[src/rtl/mte_pkg.sv]
package mte_pkg;

    typedef enum logic [2:0] {
        PH_IDLE,
        PH_INIT,
        PH_SEQW,
        PH_FILLA,
        PH_FILLB,
        PH_CHECK,
        PH_DONE
    } phase_e;

    localparam logic [1:0] MODE_FIXED = 2'd0;
    localparam logic [1:0] MODE_RAND  = 2'd1;
    localparam logic [1:0] MODE_SEQ   = 2'd2;

    // Galois feedback masks (right-shifting) for maximal-length sequences
    function automatic logic [63:0] lfsr_mask(input int unsigned w);
        case (w)
            4:       return 64'hC;
            8:       return 64'hB8;
            12:      return 64'hE08;
            16:      return 64'hB400;
            24:      return 64'hE1_0000;
            32:      return 64'h8020_0003;
            64:      return 64'hD800_0000_0000_0000;
            default: return 64'h1 << (w - 1);
        endcase
    endfunction

    function automatic logic [63:0] lfsr_step(input logic [63:0] s, input int unsigned w);
        return s[0] ? ((s >> 1) ^ lfsr_mask(w)) : (s >> 1);
    endfunction

endpackage

[src/rtl/mte_lfsr.sv]
module mte_lfsr #(
    parameter int W = 8
) (
    input  logic         clk,
    input  logic         rst,
    input  logic         load,
    input  logic [W-1:0] seed,
    input  logic         adv,
    output logic [W-1:0] value
);
    import mte_pkg::*;

    logic [W-1:0] st_q;

    always_ff @(posedge clk) begin
        if (rst)
            st_q <= '1;
        else if (load)
            st_q <= (seed == '0) ? '1 : seed;
        else if (adv)
            st_q <= W'(lfsr_step(64'(st_q), W));
    end

    assign value = st_q;

    // a zero state would lock the generator
    p_state_nonzero_r6: assert property (@(posedge clk) disable iff (rst) st_q != '0);
endmodule

[src/rtl/mte_addr_ctr.sv]
module mte_addr_ctr #(
    parameter int AW = 4
) (
    input  logic          clk,
    input  logic          rst,
    input  logic          load,
    input  logic [AW-1:0] top,
    input  logic          dec,
    output logic [AW-1:0] cnt,
    output logic          last
);
    logic [AW-1:0] cnt_q;

    always_ff @(posedge clk) begin
        if (rst)
            cnt_q <= '0;
        else if (load)
            cnt_q <= top;
        else if (dec && cnt_q != '0)
            cnt_q <= cnt_q - 1'b1;
    end

    assign cnt  = cnt_q;
    assign last = (cnt_q == '0);

    // addresses only ever step downward by one
    p_step_down_r4: assert property (@(posedge clk) disable iff (rst)
        (dec && !load && cnt_q != '0) |=> (cnt_q == $past(cnt_q) - 1'b1));
endmodule

[src/rtl/mte_fail_capture.sv]
module mte_fail_capture #(
    parameter int AW = 4,
    parameter int W  = 8
) (
    input  logic          clk,
    input  logic          rst,
    input  logic          clr,
    input  logic          cap,
    input  logic [AW-1:0] addr,
    input  logic [W-1:0]  exp_d,
    input  logic [W-1:0]  obs_d,
    output logic          fail,
    output logic [AW-1:0] fail_addr,
    output logic [W-1:0]  fail_exp,
    output logic [W-1:0]  fail_obs
);
    always_ff @(posedge clk) begin
        if (rst || clr) begin
            fail      <= 1'b0;
            fail_addr <= '0;
            fail_exp  <= '0;
            fail_obs  <= '0;
        end else if (cap) begin
            fail      <= 1'b1;
            fail_addr <= addr;
            fail_exp  <= exp_d;
            fail_obs  <= obs_d;
        end
    end

    // captured record is held until cleared or recaptured
    p_hold_record_r9: assert property (@(posedge clk) disable iff (rst)
        (!clr && !cap) |=> ($stable(fail_addr) && $stable(fail_exp) && $stable(fail_obs) && $stable(fail)));
endmodule

[src/rtl/march_test_engine.sv]
module march_test_engine #(
    parameter int DATA_W = 8,
    parameter int DEPTH  = 16,
    parameter int NLOC   = 5,
    localparam int ADDR_W = (DEPTH > 1) ? $clog2(DEPTH) : 1
) (
    input  logic              clk,
    input  logic              rst,
    input  logic              start,
    input  logic [1:0]        mode,
    input  logic [DATA_W-1:0] seed,
    output logic              busy,
    output logic              done,
    output logic              fail,
    output logic [ADDR_W-1:0] fail_addr,
    output logic [DATA_W-1:0] fail_exp,
    output logic [DATA_W-1:0] fail_obs,
    output logic [ADDR_W-1:0] mem_addr,
    output logic [DATA_W-1:0] mem_wdata,
    output logic              mem_we,
    output logic              mem_re,
    input  logic [DATA_W-1:0] mem_rdata
);
    import mte_pkg::*;

    localparam logic [ADDR_W-1:0] TOP_FULL = ADDR_W'(DEPTH - 1);
    localparam logic [ADDR_W-1:0] TOP_SEQ  = ADDR_W'(NLOC - 1);
    localparam logic [DATA_W-1:0] ONES     = '1;
    localparam logic [DATA_W-1:0] ZEROS    = '0;

    phase_e            phase_q, phase_d;
    logic              step_q;
    logic [1:0]        mode_q;
    logic [DATA_W-1:0] seed_q;

    logic              accept, cmp_phase, use_rand, mismatch, pass_ok;
    logic              addr_dec, addr_load, last, pass_end;
    logic              lfsr_load, lfsr_adv;
    logic [ADDR_W-1:0] top_addr;
    logic [DATA_W-1:0] rnd, exp_data, wr_data;

    assign busy      = (phase_q != PH_IDLE) && (phase_q != PH_DONE);
    assign done      = (phase_q == PH_DONE);
    assign accept    = start && !busy;
    assign use_rand  = (mode_q == MODE_RAND) || (mode_q == MODE_SEQ);
    assign cmp_phase = (phase_q == PH_FILLA) || (phase_q == PH_FILLB) || (phase_q == PH_CHECK);

    always_comb begin
        exp_data = ONES;
        wr_data  = ZEROS;
        case (phase_q)
            PH_INIT:  wr_data = ONES;
            PH_SEQW:  wr_data = rnd;
            PH_FILLA: begin exp_data = ONES;  wr_data = use_rand ? rnd : ZEROS; end
            PH_FILLB: begin exp_data = ZEROS; wr_data = ONES; end
            PH_CHECK: exp_data = use_rand ? rnd : ONES;
            default:  ;
        endcase
    end

    assign mismatch = cmp_phase && step_q && (mem_rdata != exp_data);
    assign pass_ok  = cmp_phase && step_q && !mismatch;
    assign addr_dec = (phase_q == PH_INIT) || (phase_q == PH_SEQW) || pass_ok;
    assign pass_end = addr_dec && last;
    assign lfsr_adv = (phase_q == PH_SEQW) ||
                      (pass_ok && use_rand && (phase_q == PH_FILLA || phase_q == PH_CHECK));

    assign mem_re    = cmp_phase && !step_q;
    assign mem_we    = (phase_q == PH_INIT) || (phase_q == PH_SEQW) || (pass_ok && phase_q != PH_CHECK);
    assign mem_wdata = wr_data;

    always_comb begin
        phase_d = phase_q;
        case (phase_q)
            PH_IDLE, PH_DONE:
                if (accept) phase_d = (mode == MODE_SEQ) ? PH_SEQW : PH_INIT;
            PH_INIT:  if (pass_end) phase_d = PH_FILLA;
            PH_SEQW:  if (pass_end) phase_d = PH_CHECK;
            PH_FILLA: if (mismatch) phase_d = PH_DONE;
                      else if (pass_end) phase_d = use_rand ? PH_CHECK : PH_FILLB;
            PH_FILLB: if (mismatch) phase_d = PH_DONE;
                      else if (pass_end) phase_d = PH_CHECK;
            PH_CHECK: if (mismatch || pass_end) phase_d = PH_DONE;
            default:  phase_d = PH_IDLE;
        endcase
    end

    assign addr_load = accept || (pass_end && phase_d != PH_DONE);
    assign top_addr  = ((accept ? mode : mode_q) == MODE_SEQ) ? TOP_SEQ : TOP_FULL;
    assign lfsr_load = accept || (pass_end && phase_d == PH_CHECK);

    always_ff @(posedge clk) begin
        if (rst) begin
            phase_q <= PH_IDLE;
            step_q  <= 1'b0;
            mode_q  <= MODE_FIXED;
            seed_q  <= '0;
        end else begin
            phase_q <= phase_d;
            step_q  <= cmp_phase && !step_q && !accept;
            if (accept) begin
                mode_q <= mode;
                seed_q <= seed;
            end
        end
    end

    mte_addr_ctr #(.AW(ADDR_W)) u_addr (
        .clk(clk), .rst(rst), .load(addr_load), .top(top_addr),
        .dec(addr_dec), .cnt(mem_addr), .last(last)
    );

    mte_lfsr #(.W(DATA_W)) u_lfsr (
        .clk(clk), .rst(rst), .load(lfsr_load),
        .seed(accept ? seed : seed_q), .adv(lfsr_adv), .value(rnd)
    );

    mte_fail_capture #(.AW(ADDR_W), .W(DATA_W)) u_cap (
        .clk(clk), .rst(rst), .clr(accept), .cap(mismatch),
        .addr(mem_addr), .exp_d(exp_data), .obs_d(mem_rdata),
        .fail(fail), .fail_addr(fail_addr), .fail_exp(fail_exp), .fail_obs(fail_obs)
    );

    // one memory operation per cycle, always in range
    p_rw_excl_r5: assert property (@(posedge clk) disable iff (rst) !(mem_we && mem_re));
    p_addr_range_r5: assert property (@(posedge clk) disable iff (rst)
        (mem_we || mem_re) |-> (32'(mem_addr) < DEPTH));
    // a mismatch ends the run with the failure flagged
    p_stop_on_miss_r9: assert property (@(posedge clk) disable iff (rst) mismatch |=> (done && fail));
    p_fail_done_r9: assert property (@(posedge clk) disable iff (rst) fail |-> done);
    // done and busy are exclusive, done follows a busy run
    p_busy_done_r10: assert property (@(posedge clk) disable iff (rst) !(busy && done));
    p_done_after_run_r10: assert property (@(posedge clk) disable iff (rst) $rose(done) |-> $past(busy));
endmodule

[config.mk]
export PLATFORM = sky130hd
export DESIGN_NAME = march_test_engine
export DESIGN_NICKNAME = d
export VERILOG_FILES = /design/src/rtl/mte_pkg.sv /design/src/rtl/mte_lfsr.sv /design/src/rtl/mte_addr_ctr.sv /design/src/rtl/mte_fail_capture.sv /design/src/rtl/march_test_engine.sv
export SDC_FILE = /design/constraint.sdc
export NUM_CORES = 1
export LEC_CHECK = 0
export ABC_AREA = 1
export BUFFER_PORTS_ARGS = -buffer_cell sky130_fd_sc_hd__buf_4
export CORE_MARGIN = 8
export CORE_UTILIZATION = 35
export DETAILED_ROUTE_END_ITERATION = 8
export PLACE_DENSITY = 0.55
export SYNTH_ARGS = -nofsm -noshare
export SYNTH_HDL_FRONTEND = slang
export SYNTH_SLANG_ARGS = --single-unit
[constraint.sdc]
create_clock -name clk -period 2.7 [get_ports clk]
set_clock_uncertainty 0.1 [all_clocks]
set_input_delay 0.81 -clock clk [delete_from_list [all_inputs] [get_ports clk]]
set_output_delay 0.81 -clock clk [all_outputs]
set_load 0.02 [all_outputs]
# Yosys cells after proc, flatten, opt, wreduce, memory -nomap -nowiden
# Cells that the tools add are included.
# classes
add_sub_neg	1
n_mul	0
div	0
order_cmp	0
n_eq_ne	15
n_shift	0
n_mux	26
n_bitwise	1
reduce_logical	39
# op_table
operator	count
$mux 8	10
$pmux 8 s3	1
$mux 3	7
$pmux 3 s6	1
$pmux 8 s2	1
$logic_and 1x1->1	14
$eq 3x3->1 const B	4
$logic_or 1x1->1	12
$mux 4	3
$ne 3x3->1 const B	3
$logic_not 8->1	1
$ne 8x8->1	1
$xor 7x8->8	1
$eq 2x2->1 const B	3
$eq 3x2->1 const B	2
$logic_not 1->1	4
$logic_not 4->1	1
$mux 2	2
$reduce_bool 2->1	2
$reduce_bool 4->1	1
$reduce_or 2->1	2
$sub 4x1->4 const B	1
$eq 3x1->1 const B	1
$logic_not 3->1	1
3 further kinds	3
# totals
reg_bits	47
latchBits	0
mem_bits_rw	0
rom_bits	0
in_bits	21
output_inout_bits	37
elab_cells	92
n_memories	0

# Logic depth before layout (Yosys ltp)
# logic_depth
word_depth	22
mapped_depth	23
ltp_nobuf	23

# By module
# Synthesis repeated with hierarchy kept, for this count alone.
# hier_totals
cells_unflattened	483
area_unflattened_um2	2952.8
# modules_own_cells
mod	instances	cells_per_inst	area_each_um2	seq_area_each_um2
march_test_engine	1	227	1246.2	280.3
mte_fail_capture	1	130	920.9	420.4
mte_lfsr	1	85	511.7	160.2
mte_addr_ctr	1	41	274.0	80.1

# Worst setup path after synthesis
# Ideal clock, no wire load.
# synth_path
path_kind	input to output
startpoint	input port mem_rdata[6]
endpoint	output port mem_we
arrival_ns	1.676
required_time_ns	1.790
setup_slack_ns	0.114
stages	10
n_path_buf	0
path_cell_list	inv_1 -> nand3_1 -> nand2_1 -> inv_1 -> nand2_1 -> nor2_2 -> nand3_2 -> nand2_4 -> inv_1 -> nor2_1
# synth_via
elab_chain_len	6
# synth_lines
item	line	source
start: declaration	march_test_engine.sv:22	input logic [DATA_W-1:0] mem_rdata
$ne 8x8->1	march_test_engine.sv:61	assign mismatch = cmp_phase && step_q && (mem_rdata != exp_data);
$logic_and 1x1->1	march_test_engine.sv:61	
$logic_not 1->1	march_test_engine.sv:62	assign pass_ok = cmp_phase && step_q && !mismatch;
$logic_and 1x1->1	march_test_engine.sv:62	
$logic_and 1x1->1	march_test_engine.sv:69	assign mem_we = (phase_q == PH_INIT) || (phase_q == PH_SEQW) || (pass_ok && phase_q != PH_CHECK);
$logic_or 1x1->1	march_test_engine.sv:69	
end: declaration	march_test_engine.sv:20	output logic mem_we,
# Every way passes these cells.

# Worst setup path after layout
# layout_path
startpoint	register phase_q[0]
endpoint	output port mem_we
# layout_via
elab_chain_len	9
elab_cells_between_ends	17
cone_classes	eq/ne (7); mux (1); reduce/logical (9)
# layout_lines
item	line	source
start: declaration	march_test_engine.sv:31	phase_e phase_q, phase_d;
start signal: assignment	march_test_engine.sv:99	phase_q <= phase_d;
parallel branches: the longest is 8 deep, another holds $pmux 8 s2	n/a	
$logic_or 1x1->1 *	march_test_engine.sv:69	
# Every way passes the cells marked *.

==> impl_metrics.json <==
{
  "power.density_nw_per_um2": 1069,
  "drive_above_1_share_pct": 40.40,
  "htreeDepth": 2,
  "cap_viol_max_count": 0,
  "worst_pin_slew_ps": 371.1,
  "power.total_w": 0.004244,
  "clk_latency_ps": 310,
  "clkTransAtPathRegs_ps": 100,
  "violations": "negative setup slack",
  "start_util_pct": 35.47,
  "slew_headroom_pct": 75.00,
  "total_leakage_power_nw": 1.926,
  "dp_hpwl_mm": 5.835,
  "utilization_pct": 52.45,
  "avgSynthCellArea_um2": 6.935,
  "grt_pass1_wl_mm": 12.92,
  "whs_ps": 369.1,
  "arrival_ps": 1920,
  "yosys.area.top_type": "dfxtp_1",
  "worstPathRequired_ps": 1790,
  "wirelength_mm": 7.767,
  "max_freq_mhz": 352.8,
  "setup-violations-final": 9,
  "startpoint_type": "register",
  "critPathMaxStageDelay_ps": 390,
  "path_max_fanout": 5,
  "slowest_stage": "dfxtp_4",
  "yosys-top-cells-area": "dfxtp_1 (35%), nand2_1 (11%), nor2_1 (8.5%)",
  "synth_cell_types": 32,
  "timing.reg2reg.setup_slack_ps": 20,
  "synth-seq-cells": 47,
  "grt_overflow": 0,
  "cts_buffers": 5,
  "syn_to_final_growth_pct": 47.88,
  "port_buffers": 57,
  "drt_iter0_drc": 85,
  "die-width_um": 103.6,
  "fin_nets": 517,
  "ir_drop_mv": 0.5945,
  "via_count": 2797,
  "num_antenna_cells": 0,
  "die_y_um": 103.6,
  "synth-seq-area-share_pct": 35.06,
  "place_area_um2": 3473,
  "rsz0062_at_grt": "true",
  "track_usage_pct": 14.14,
  "drt_first_pass_iters": 5,
  "avgRoutedWirePerCell_um": 13.01,
  "n_fill_cell": 742,
  "grt_pass1_vias": 2815,
  "syn-num-nets": 410,
  "drt.antenna.violating_nets": 0,
  "io_pins": 58,
  "clockBufferDepth": 2,
  "die_area_um2": 10730,
  "core-area_um2": 7567,
  "status": "finished, violations left",
  "fin_crit_sh_pct": 105.0,
  "worstSetupEndpointType": "output port",
  "hold_viol_final": 0,
  "netlist_instances": 387,
  "crit_chain": "buf_4 > clkinvlp_4 > nor3_4 > nor2_2 > o21ai_2 > nand2_1 > inv_2 > nand3_4 > nand2_4 > inv_2 > nor2_2 > buf_6",
  "setup_slack_ps": -134.5,
  "yosysTopAreaCellShare_pct": 35.06,
  "stdcell_area_um2": 3969,
  "grt_max_degree": 40,
  "drc": 0,
  "finalCriticalPeriod_ps": 2835,
  "vias_per_cell": 4.685,
  "place_congestion": 0.8794,
  "cts-root-buf": "clkbuf_8",
  "antenna_found_initial": 0,
  "yosys_warnings": 0,
  "cts.sinks": 47,
  "hold_path_class": "reg2reg",
  "crit_type": "reg2out",
  "rows": 32,
  "drv_slew": 0,
  "syn_area_um2": 2684,
  "cts_tree": "yes"
}
==> logic make-up (layout without fill, tap and decap cells) <==
kind of cell / after synthesis / after routing / synth area share (%)
adders and majority gates: 2 / 2 / 0.9323
xor gates and xnor gates: 4 / 4 / 1.305
buffers and inverters: 62 / 169 / 9.557
and+or+nand+nor: 214 / 215 / 38.60
AOI/OAI and AO/OA: 52 / 52 / 12.31
DFF: 47 / 47 / 35.06
muxes: 6 / 6 / 2.238
==> flip-flops by register name (all words and copies together) (netlist names) <==
register,flops
seed_q,8
u_cap.fail_exp,8
u_cap.fail_obs,8
u_lfsr.value,8
u_addr.cnt,4
u_cap.fail_addr,4
phase_q,3
mode_q,2
step_q,1
u_cap.fail,1
==> per-stage QoR <==
| step | setup TNS (ps) | cells | setup WS (ps) |
|---|---|---|---|
| 2_1_floorplan | 0 | 387 | 114.3 |
| 3_3_place_gp | -28.62 | 569 | -21.74 |
| 3_5_place_dp | -47.69 | 569 | -45.25 |
| 4_1_cts | -326.3 | 587 | -210.0 |
| 5_1_grt | -3417 | 597 | -279.5 |
| 6_report | -708.2 | 597 | -134.5 |
==> cells in the mapped netlist <==
library cell	n
clkinv_1	1
nand2_4	4
clkbuf_1	5
a31oi_1	1
a21oi_1	7
o21bai_1	3
nor2_1	61
a22oi_1	1
nand2_2	9
ha_1	2
nand4_1	13
a21oi_4	1
nor3_2	1
a211oi_1	18
o21ai_0	19
buf_6	2
nand3b_1	3
nand2_1	81
nand3_1	24
nor2_2	2
inv_2	2
buf_1	2
xor2_1	4
inv_1	43
dfxtp_1	47
buf_2	7
nand3_2	12
a21boi_0	1
o21ai_1	1
or2_2	2
mux2i_1	6
nor2_4	2
==> worst paths after layout <==
| kind | start | to | cells after the start |
|---|---|---|---|
| max reg2reg | phase_q[0] | u_lfsr.value[6] | 21 |
| min | u_cap.fail_obs[4] | u_cap.fail_obs[4] | 2 |
| max | phase_q[0] | mem_we | 12 |
| min reg2reg | u_cap.fail_obs[4] | u_cap.fail_obs[4] | 2 |
==> layer usage <==
metal,routed length [µm],global-route usage [%],vias up
li1,-,-,1475
met1,3434,16.91,1270
met2,3985,25.02,46
met3,289,3.098,6
met4,57,3.148,0
met5,0,0,-
==> final cells by class <==
type / count / area, µm² / share of cell area (%)
multi-input cells: 279 / 1704 / 42.94
flip-flops and latches: 47 / 952.2 / 23.99
repair buffers: 114 / 904.6 / 22.79
inverters: 46 / 180.2 / 4.540
well taps: 102 / 127.6 / 3.216
clock buffers: 5 / 68.82 / 1.734
clock inverters: 3 / 23.77 / 0.5990
repair inverters: 1 / 7.507 / 0.1892
==> report_power, final <==
group | switching, W | internal (W) | leakage, nW
combinational | 0.00166 | 0.00117 | 1.50
clock | 0.000269 | 0.000186 | 0.0408
sequential | 0.000112 | 0.000849 | 0.387
total | 0.00204 | 0.00220 | 1.93
==> repair_timing <==
action                                  4_1_cts  5_1_grt
endpoints found under the hold margin         0        0
setup buffers                                10        8
cloned                                        0        2
pin swaps                                    11       26
gates resized for setup                      25       46
hold buffers                                  0        0
endpoints found under the setup margin       10       22
==> worst max-delay path: cells and delay by family (launching register included) <==
kind,cells,cell delay [ps]
buffers and inverters,5,510
AOI/OAI and AO/OA,1,60
and+or+nand+nor,6,650
DFF,1,390
==> cell usage in the layout (no fill, tap or decap), types with 3 or more instances in the layout <==
cell / netlist / routed
a211oi_1: 18 / 18
a21oi_1: 7 / 5
buf_12: 0 / 3
buf_4: 0 / 108
buf_6: 2 / 3
clkbuf_8: 0 / 5
clkinvlp_4: 0 / 5
dfxtp_1: 47 / 42
dfxtp_2: 0 / 3
inv_1: 43 / 38
inv_2: 2 / 5
mux2i_1: 6 / 6
nand2_1: 81 / 64
nand2_2: 9 / 21
nand2_4: 4 / 8
nand3_1: 24 / 21
nand3_2: 12 / 8
nand3_4: 0 / 7
nand3b_1: 3 / 3
nand4_1: 13 / 13
nor2_1: 61 / 54
nor2_2: 2 / 6
nor2_4: 2 / 5
o21ai_0: 19 / 14
o21ai_1: 1 / 4
o21bai_1: 3 / 3
xor2_1: 4 / 4
Note: power is estimated with default switching activity, not from simulation.
